`src/rtl/rcrc_pkg.sv`:
```
package rcrc_pkg;

  typedef enum logic [0:0] {
    ST_IDLE = 1'b0,
    ST_BUSY = 1'b1
  } ctlState_e;

  // strobes from control to datapath
  typedef struct packed {
    logic load;    // capture the offered frame
    logic clear;   // begin a new message
    logic fold;    // fold the selected slot this clock
    logic finish;  // this fold completes the message
  } crcStrobes_t;

endpackage

```
`src/rtl/rcrc_ctl.sv`:
```
module rcrc_ctl
  import rcrc_pkg::*;
#(
  parameter int FRAME_BYTES = 7,
  localparam int SLOT_W = (FRAME_BYTES > 1) ? $clog2(FRAME_BYTES) : 1,
  localparam int CNT_W  = $clog2(FRAME_BYTES + 1)
) (
  input  logic              clk,
  input  logic              rstN,
  input  logic              inFrameValid,
  output logic              inFrameReady,
  input  logic [CNT_W-1:0]  inCount,
  input  logic              inStart,
  input  logic              inLast,
  output crcStrobes_t       strobes,
  output logic [SLOT_W-1:0] slotIdx
);

  ctlState_e         state;
  logic [SLOT_W-1:0] lastIdx;
  logic              isLast;
  logic              accept;
  logic [CNT_W-1:0]  effCount;
  logic [SLOT_W-1:0] lastIdxNext;
  logic              atEnd;

  assign inFrameReady = (state == ST_IDLE);
  assign accept       = inFrameValid && inFrameReady;

  always_comb begin
    if (!inLast || inCount == '0 || inCount > CNT_W'(FRAME_BYTES)) begin
      effCount = CNT_W'(FRAME_BYTES);
    end else begin
      effCount = inCount;
    end
    lastIdxNext = SLOT_W'(effCount - CNT_W'(1));
  end

  assign atEnd = (slotIdx == lastIdx);

  always_comb begin
    strobes        = '0;
    strobes.load   = accept;
    strobes.clear  = accept && inStart;
    strobes.fold   = (state == ST_BUSY);
    strobes.finish = (state == ST_BUSY) && atEnd && isLast;
  end

  always_ff @(posedge clk or negedge rstN) begin
    if (!rstN) begin
      state   <= ST_IDLE;
      slotIdx <= '0;
      lastIdx <= '0;
      isLast  <= 1'b0;
    end else begin
      case (state)
        ST_IDLE: begin
          if (accept) begin
            state   <= ST_BUSY;
            slotIdx <= '0;
            lastIdx <= lastIdxNext;
            isLast  <= inLast;
          end
        end
        ST_BUSY: begin
          if (atEnd) begin
            state <= ST_IDLE;
          end else begin
            slotIdx <= slotIdx + SLOT_W'(1);
          end
        end
        default: state <= ST_IDLE;
      endcase
    end
  end

  AST_SLOT_BOUND: assert property (@(posedge clk) disable iff (!rstN)
    (state == ST_BUSY) |-> (slotIdx <= lastIdx && 32'(lastIdx) < FRAME_BYTES));

  AST_FULL_NONLAST: assert property (@(posedge clk) disable iff (!rstN)
    (accept && !inLast) |=> (32'(lastIdx) == FRAME_BYTES - 1));

endmodule

```
`src/rtl/rcrc_dp.sv`:
```
module rcrc_dp
  import rcrc_pkg::*;
#(
  parameter int          FRAME_BYTES = 7,
  parameter int          CRC_W       = 16,
  parameter logic [15:0] POLY        = 16'h1021,
  localparam int SLOT_W  = (FRAME_BYTES > 1) ? $clog2(FRAME_BYTES) : 1,
  localparam int BYTE_W  = 8,
  localparam int FRAME_W = FRAME_BYTES * BYTE_W
) (
  input  logic               clk,
  input  logic               rstN,
  input  crcStrobes_t        strobes,
  input  logic [SLOT_W-1:0]  slotIdx,
  input  logic [FRAME_W-1:0] inData,
  output logic [CRC_W-1:0]   crcOut,
  output logic               crcDone
);

  localparam logic [CRC_W-1:0] POLY_W    = CRC_W'(POLY);
  localparam logic [CRC_W-1:0] MULT_INIT = CRC_W'(1) << BYTE_W;

  // multiply by x modulo the generator
  function automatic logic [CRC_W-1:0] timesX(input logic [CRC_W-1:0] v);
    return v[CRC_W-1] ? ((v << 1) ^ POLY_W) : (v << 1);
  endfunction

  // multiply a reduced value by x^8 modulo the generator
  function automatic logic [CRC_W-1:0] timesX8(input logic [CRC_W-1:0] v);
    logic [CRC_W-1:0] acc;
    acc = v;
    for (int i = 0; i < BYTE_W; i++) acc = timesX(acc);
    return acc;
  endfunction

  // carryless byte times reduced value, modulo the generator (Horner form)
  function automatic logic [CRC_W-1:0] mulByte(input logic [CRC_W-1:0] m,
                                               input logic [BYTE_W-1:0] b);
    logic [CRC_W-1:0] acc;
    acc = '0;
    for (int i = BYTE_W - 1; i >= 0; i--) begin
      acc = timesX(acc);
      if (b[i]) acc = acc ^ m;
    end
    return acc;
  endfunction

  logic [FRAME_W-1:0] frameReg;
  logic [BYTE_W-1:0]  slotBytes [FRAME_BYTES];
  logic [BYTE_W-1:0]  curByte;
  logic [CRC_W-1:0]   crcReg;
  logic [CRC_W-1:0]   multReg;
  logic [CRC_W-1:0]   multNext;
  logic [CRC_W-1:0]   termNext;

  for (genvar g = 0; g < FRAME_BYTES; g++) begin : g_slot
    assign slotBytes[g] = frameReg[g*BYTE_W +: BYTE_W];
  end

  always_comb begin
    curByte = '0;
    for (int k = 0; k < FRAME_BYTES; k++) begin
      if (32'(slotIdx) == k) curByte = slotBytes[k];
    end
    multNext = timesX8(multReg);
    termNext = mulByte(multNext, curByte);
  end

  always_ff @(posedge clk or negedge rstN) begin
    if (!rstN) begin
      frameReg <= '0;
      crcReg   <= '0;
      multReg  <= MULT_INIT;
      crcDone  <= 1'b0;
    end else begin
      crcDone <= strobes.finish;
      if (strobes.load) frameReg <= inData;
      if (strobes.clear) begin
        crcReg  <= '0;
        multReg <= MULT_INIT;
      end else if (strobes.fold) begin
        crcReg  <= crcReg ^ termNext;
        multReg <= multNext;
      end
    end
  end

  assign crcOut = crcReg;

  AST_CLEAR_ZERO: assert property (@(posedge clk) disable iff (!rstN)
    strobes.clear |=> (crcOut == '0));

  AST_HOLD_IDLE: assert property (@(posedge clk) disable iff (!rstN)
    (!strobes.fold && !strobes.clear) |=> $stable(crcOut));

  AST_DONE_PULSE: assert property (@(posedge clk) disable iff (!rstN)
    crcDone |=> !crcDone);

  AST_DONE_AFTER_FOLD: assert property (@(posedge clk) disable iff (!rstN)
    crcDone |-> $past(strobes.fold));

endmodule

```
`src/rtl/rev_crc16_frame.sv`:
```
module rev_crc16_frame
  import rcrc_pkg::*;
#(
  parameter int          FRAME_BYTES = 7,
  parameter int          CRC_W       = 16,
  parameter logic [15:0] POLY        = 16'h1021,
  localparam int SLOT_W  = (FRAME_BYTES > 1) ? $clog2(FRAME_BYTES) : 1,
  localparam int CNT_W   = $clog2(FRAME_BYTES + 1),
  localparam int FRAME_W = FRAME_BYTES * 8
) (
  input  logic               clk,
  input  logic               rstN,
  input  logic               inFrameValid,
  output logic               inFrameReady,
  input  logic [FRAME_W-1:0] inData,
  input  logic [CNT_W-1:0]   inCount,
  input  logic               inStart,
  input  logic               inLast,
  output logic [CRC_W-1:0]   crcOut,
  output logic               crcDone
);

  crcStrobes_t       strobes;
  logic [SLOT_W-1:0] slotIdx;

  rcrc_ctl #(.FRAME_BYTES(FRAME_BYTES)) ctl_i (
    .clk          (clk),
    .rstN         (rstN),
    .inFrameValid (inFrameValid),
    .inFrameReady (inFrameReady),
    .inCount      (inCount),
    .inStart      (inStart),
    .inLast       (inLast),
    .strobes      (strobes),
    .slotIdx      (slotIdx)
  );

  rcrc_dp #(.FRAME_BYTES(FRAME_BYTES), .CRC_W(CRC_W), .POLY(POLY)) dp_i (
    .clk     (clk),
    .rstN    (rstN),
    .strobes (strobes),
    .slotIdx (slotIdx),
    .inData  (inData),
    .crcOut  (crcOut),
    .crcDone (crcDone)
  );

  AST_BUSY_AFTER_ACCEPT: assert property (@(posedge clk) disable iff (!rstN)
    (inFrameValid && inFrameReady) |=> !inFrameReady);

  AST_READY_AT_DONE: assert property (@(posedge clk) disable iff (!rstN)
    crcDone |-> inFrameReady);

endmodule

```
`config.mk`:
```
export PLATFORM = sky130hd
export DESIGN_NAME = rev_crc16_frame
export DESIGN_NICKNAME = d
export VERILOG_FILES = /design/src/rtl/rcrc_pkg.sv /design/src/rtl/rcrc_ctl.sv /design/src/rtl/rcrc_dp.sv /design/src/rtl/rev_crc16_frame.sv
export SDC_FILE = /design/constraint.sdc
export NUM_CORES = 1
export LEC_CHECK = 0
export BUFFER_PORTS_ARGS = -buffer_cell sky130_fd_sc_hd__buf_2
export CORE_AREA = 5 5 120 122
export CTS_BUF_LIST = sky130_fd_sc_hd__clkbuf_4 sky130_fd_sc_hd__clkbuf_8
export CTS_CLUSTER_DIAMETER = 40
export DETAILED_ROUTE_END_ITERATION = 6
export DIE_AREA = 0 0 125 127
export GPL_TIMING_DRIVEN = 1
export PLACE_DENSITY = 0.77
export SKIP_LAST_GASP = 1
export SLEW_MARGIN = 20
export SYNTH_ARGS = -nofsm -noshare
export SYNTH_HDL_FRONTEND = slang
export SYNTH_SLANG_ARGS = --single-unit
export TNS_END_PERCENT = 20
```
`constraint.sdc`:
```
create_clock -name clk -period 3.39 [get_ports clk]
set_input_delay 0.339 -clock clk [delete_from_list [all_inputs] [get_ports clk]]
set_output_delay 0.339 -clock clk [all_outputs]
set_load 0.02 [all_outputs]
```
==> key figures <==
STA
  • Slew headroom: 32.6%
  • FMAX: 289 MHz
  • Final Hold Viols: 0
  • Tmin final: 3460 ps
  • Slew @ Worst Pin: 1010 ps
  • Tcrit/Tclk final: 102%
  • TNS Setup: -71.7 ps
  • Slew Viols, Final: 0
  • RSZ-0062 raised after global routing: true
  • Final Setup Violations: 1
  • Final WS setup: -71.7 ps
  • Clock skew: 12.7 ps

Run status
  • Failing checks: setup timing
  • Status: finished, violations left

Setup path
  • Critical Path RT: 3670 ps
  • CP cell instances: buf_4 -> ha_2 -> bufbuf_16 -> o311ai_1 -> buf_4 -> o21a_2 -> buf_4 -> nand2_1 -> xnor2_1 -> xnor2_1 -> xnor3_1 -> nand2_1 -> xor2_1 -> nor2_1
  • Cell mode on critical path: buf_4
  • Kind of critical path: register to register
  • CP Launch Type: register
  • Arr. time, crit path: 3740 ps
  • Slowest cell on crit path: o311ai_1
  • Crit path largest cell delay: 480 ps
  • Crit Path Max Fanout: 17
  • Worst setup EP type: register

Clocking
  • Clock root buffer: clkbuf_8
  • Clk Latency, worst-skew pair: 400 ps
  • H-tree depth: 3
  • Cts bufs inserted: 9
  • Clock slew seen by the registers of the worst setup and hold paths: 110 ps
  • CTS tree: built
  • CTS sink cnt: 97
  • Clock Tree Buf Depth: 2

Layout
  • Multi-input gate area: 4550 µm²
  • Diode count: 0
  • Final Core Density: 65.9%
  • Sequential Area: 2430 µm²
  • Area grow syn2layout: 22.0%
  • Final net count: 1,038
  • Fraction of layout cells with a size suffix above 1: 25.4%
  • Fillers: 1,049

Detailed routing
  • Routed WL per cell: 17.7 µm
  • DR vias: 6,395
  • Post-route ant nets: 0
  • # DRC: 0
  • Total wire length: 20,400 µm
  • First-pass iteration count of the detailed router: 5
  • Vias per cell: 5.57
  • DRT iter0 DRCs: 548

Synthesis
  • Xor-xnor portion of the synthesized cell area: 21.9%
  • Largest family of logic cells by synthesized area: simple AND/OR/NAND/NOR gates
  • Post-synth cell types: 61
  • Syn nets: 916
  • Post-synthesis instance area: 7070 µm²
  • Number of flops mapped to enable cells by yosys: 0
  • Synthesis-stage register bit count: 97
  • Post-synthesis mux area share: 1.29%
  • Post-Synth Adder-Cell Area: 1.06%
  • Async SR Flop Fraction: 100%
  • Mapped Avg Cell Area: 8.36 µm²
  • Sequential area share after synthesis: 34.4%
  • Yosys Warn Count: 0
  • Ys flop type: dfrtp_1
  • Gate Count Post-Synth: 846
  • Simple logic cell fraction of the synthesized area: 23.5%
  • Compound-Gate Fraction of Synth Area: 13.5%

Placed design
  • Place WS: -68.0 ps
  • Buffers on Ports: 81
  • Placer Congestion: 0.961
  • Detail Placement HPWL: 14,000 µm

Global route
  • Global route hottest layer: met2
  • First-pass GRT wire length: 31,500 µm
  • GRT Util Overall: 24.6%
  • Grt total ovfl: 0
  • Largest net degree at the start of global routing: 98
  • GR Layer Usage met3: 4.13%
  • Global routing usage on met1: 29.6%
  • Vias in the first global route: 6,369
  • Initial antenna violation count: 0
  • Met2 GRT Util: 42.5%

Min path
  • Hold Crit Class: input port to register

Floorplanning
  • Die Area: 15,900 µm²
  • Starting density of the core: 54.0%
  • Row count: 42
  • CORE AREA: 13,100 µm²
  • Ports: 82
  • Chip width: 125 µm
  • Die height: 127 µm

Run
  • Max Cap Viol: 0
final cells by class:
cell class / count / area share, %
clock inverter: 6 / 0.711
inverter: 12 / 0.522
timing repair buffer: 164 / 13.6
multi-input combinational: 684 / 52.8
clock buffer: 10 / 1.60
tap: 176 / 2.55
sequential: 97 / 28.2
placed cells by master (no fill, tap or decap), drive strengths merged, types with 9 or more instances in the layout:
cell type / Yosys / routed
o21ai: 62 / 62
buf: 27 / 160
nor2b: 11 / 11
a211oi: 12 / 12
inv: 12 / 14
dfrtp: 96 / 96
xor2: 31 / 31
o211ai: 15 / 15
xnor2: 87 / 87
a21oi: 14 / 14
nand2: 280 / 280
clkbuf: 26 / 12
xnor3: 18 / 18
nor3b: 9 / 9
nor2: 68 / 68
cell usage after synthesis, drive strengths merged, types with 4 or more instances:
library cell | count | area (µm²)
nand2 | 280 | 1050
dfrtp | 96 | 2400
xnor2 | 87 | 841
nor2 | 68 | 255
o21ai | 62 | 310
xor2 | 31 | 302
buf | 27 | 166
clkbuf | 26 | 98.8
xnor3 | 18 | 409
o211ai | 15 | 141
a21oi | 14 | 70.1
a211oi | 12 | 100
inv | 12 | 45.0
nor2b | 11 | 68.8
nor3b | 9 | 67.6
mux2i | 8 | 80.1
nand3b | 8 | 72.6
a221oi | 7 | 104
a22oi | 6 | 50.1
ha | 6 | 75.1
nand3 | 6 | 30.0
o21a | 6 | 46.3
nor3 | 4 | 20.0
worst max-delay path, delay by kind of cell, from the launching register on:
family	cells	cell delay, ps
compound gates	2	720
xor+xnor	4	970
fa+ha+maj	1	210
buf+inv	4	820
flops	1	420
simple gates	3	210
per-stage QoR:
stage | cells | hold WS (ps) | cell area (µm²)
floorplan | 846 | 43.4 | 7070
global placement | 1119 | 436 | 8010
detailed placement | 1119 | 437 | 8010
CTS | 1140 | 107 | 8320
global route | 1149 | 125 | 8620
finish | 1149 | 119 | 8620
state kept, by name, summed over array words and instances, names as in the netlist:
name           flops
dp_i.crcDone       1
dp_i.multReg      16
dp_i.crcOut       16
ctl_i.state        1
ctl_i.isLast       1
ctl_i.slotIdx      3
ctl_i.lastIdx      3
dp_i.frameReg     56
worst paths after layout:
kind / from / to / slack (ps) / cells past startpoint
setup / recovery: ctl_i.slotIdx[1]$_DFFE_PN0P_ / dp_i.crcOut[12]$_DFFE_PN0P_ / -70 / 14
hold reg to reg: dp_i.crcOut[1]$_DFFE_PN0P_ / dp_i.crcOut[1]$_DFFE_PN0P_ / 470 / 1
min in group asynchronous: rstN / dp_i.multReg[14]$_DFFE_PN0P_ / 480 / 3
setup reg to reg: ctl_i.slotIdx[1]$_DFFE_PN0P_ / dp_i.crcOut[12]$_DFFE_PN0P_ / -70 / 14
max in group asynchronous: rstN / dp_i.multReg[9]$_DFFE_PN0P_ / 2430 / 3
hold / removal: inData[24] / dp_i.frameReg[24]$_DFFE_PN0P_ / 120 / 3
kinds of logic after synthesis:
kind of cell    after synthesis
simple gates                398
xor+xnor                    136
compound gates              135
flops                        97
buf+inv                      65
mux                           9
fa+ha+maj                     6
layer usage:
metal  share of wire [%]  vias up  wire, µm
met2                  49      300     10100
met1                  38     2990      7710
li1                    -     3020         -
met5                   0        -         0
met3                 7.7       85      1570
met4                 5.0        0      1010
what timing repair did:
| action | 4_1_cts | 5_1_grt |
|---|---|---|
| hold endpoints to repair | 6 | 0 |
| pin swaps | 10 | 18 |
| hold buffers | 1 | 0 |
| gates cloned | 1 | 3 |
| setup buffers | 3 | 6 |
| endpoints found under the setup margin | 4 | 16 |
| resized for setup | 8 | 43 |
Power is left out: the tool's default activity adds up to more than one toggle a clock period on the data nets, which glitch-free logic cannot reach.
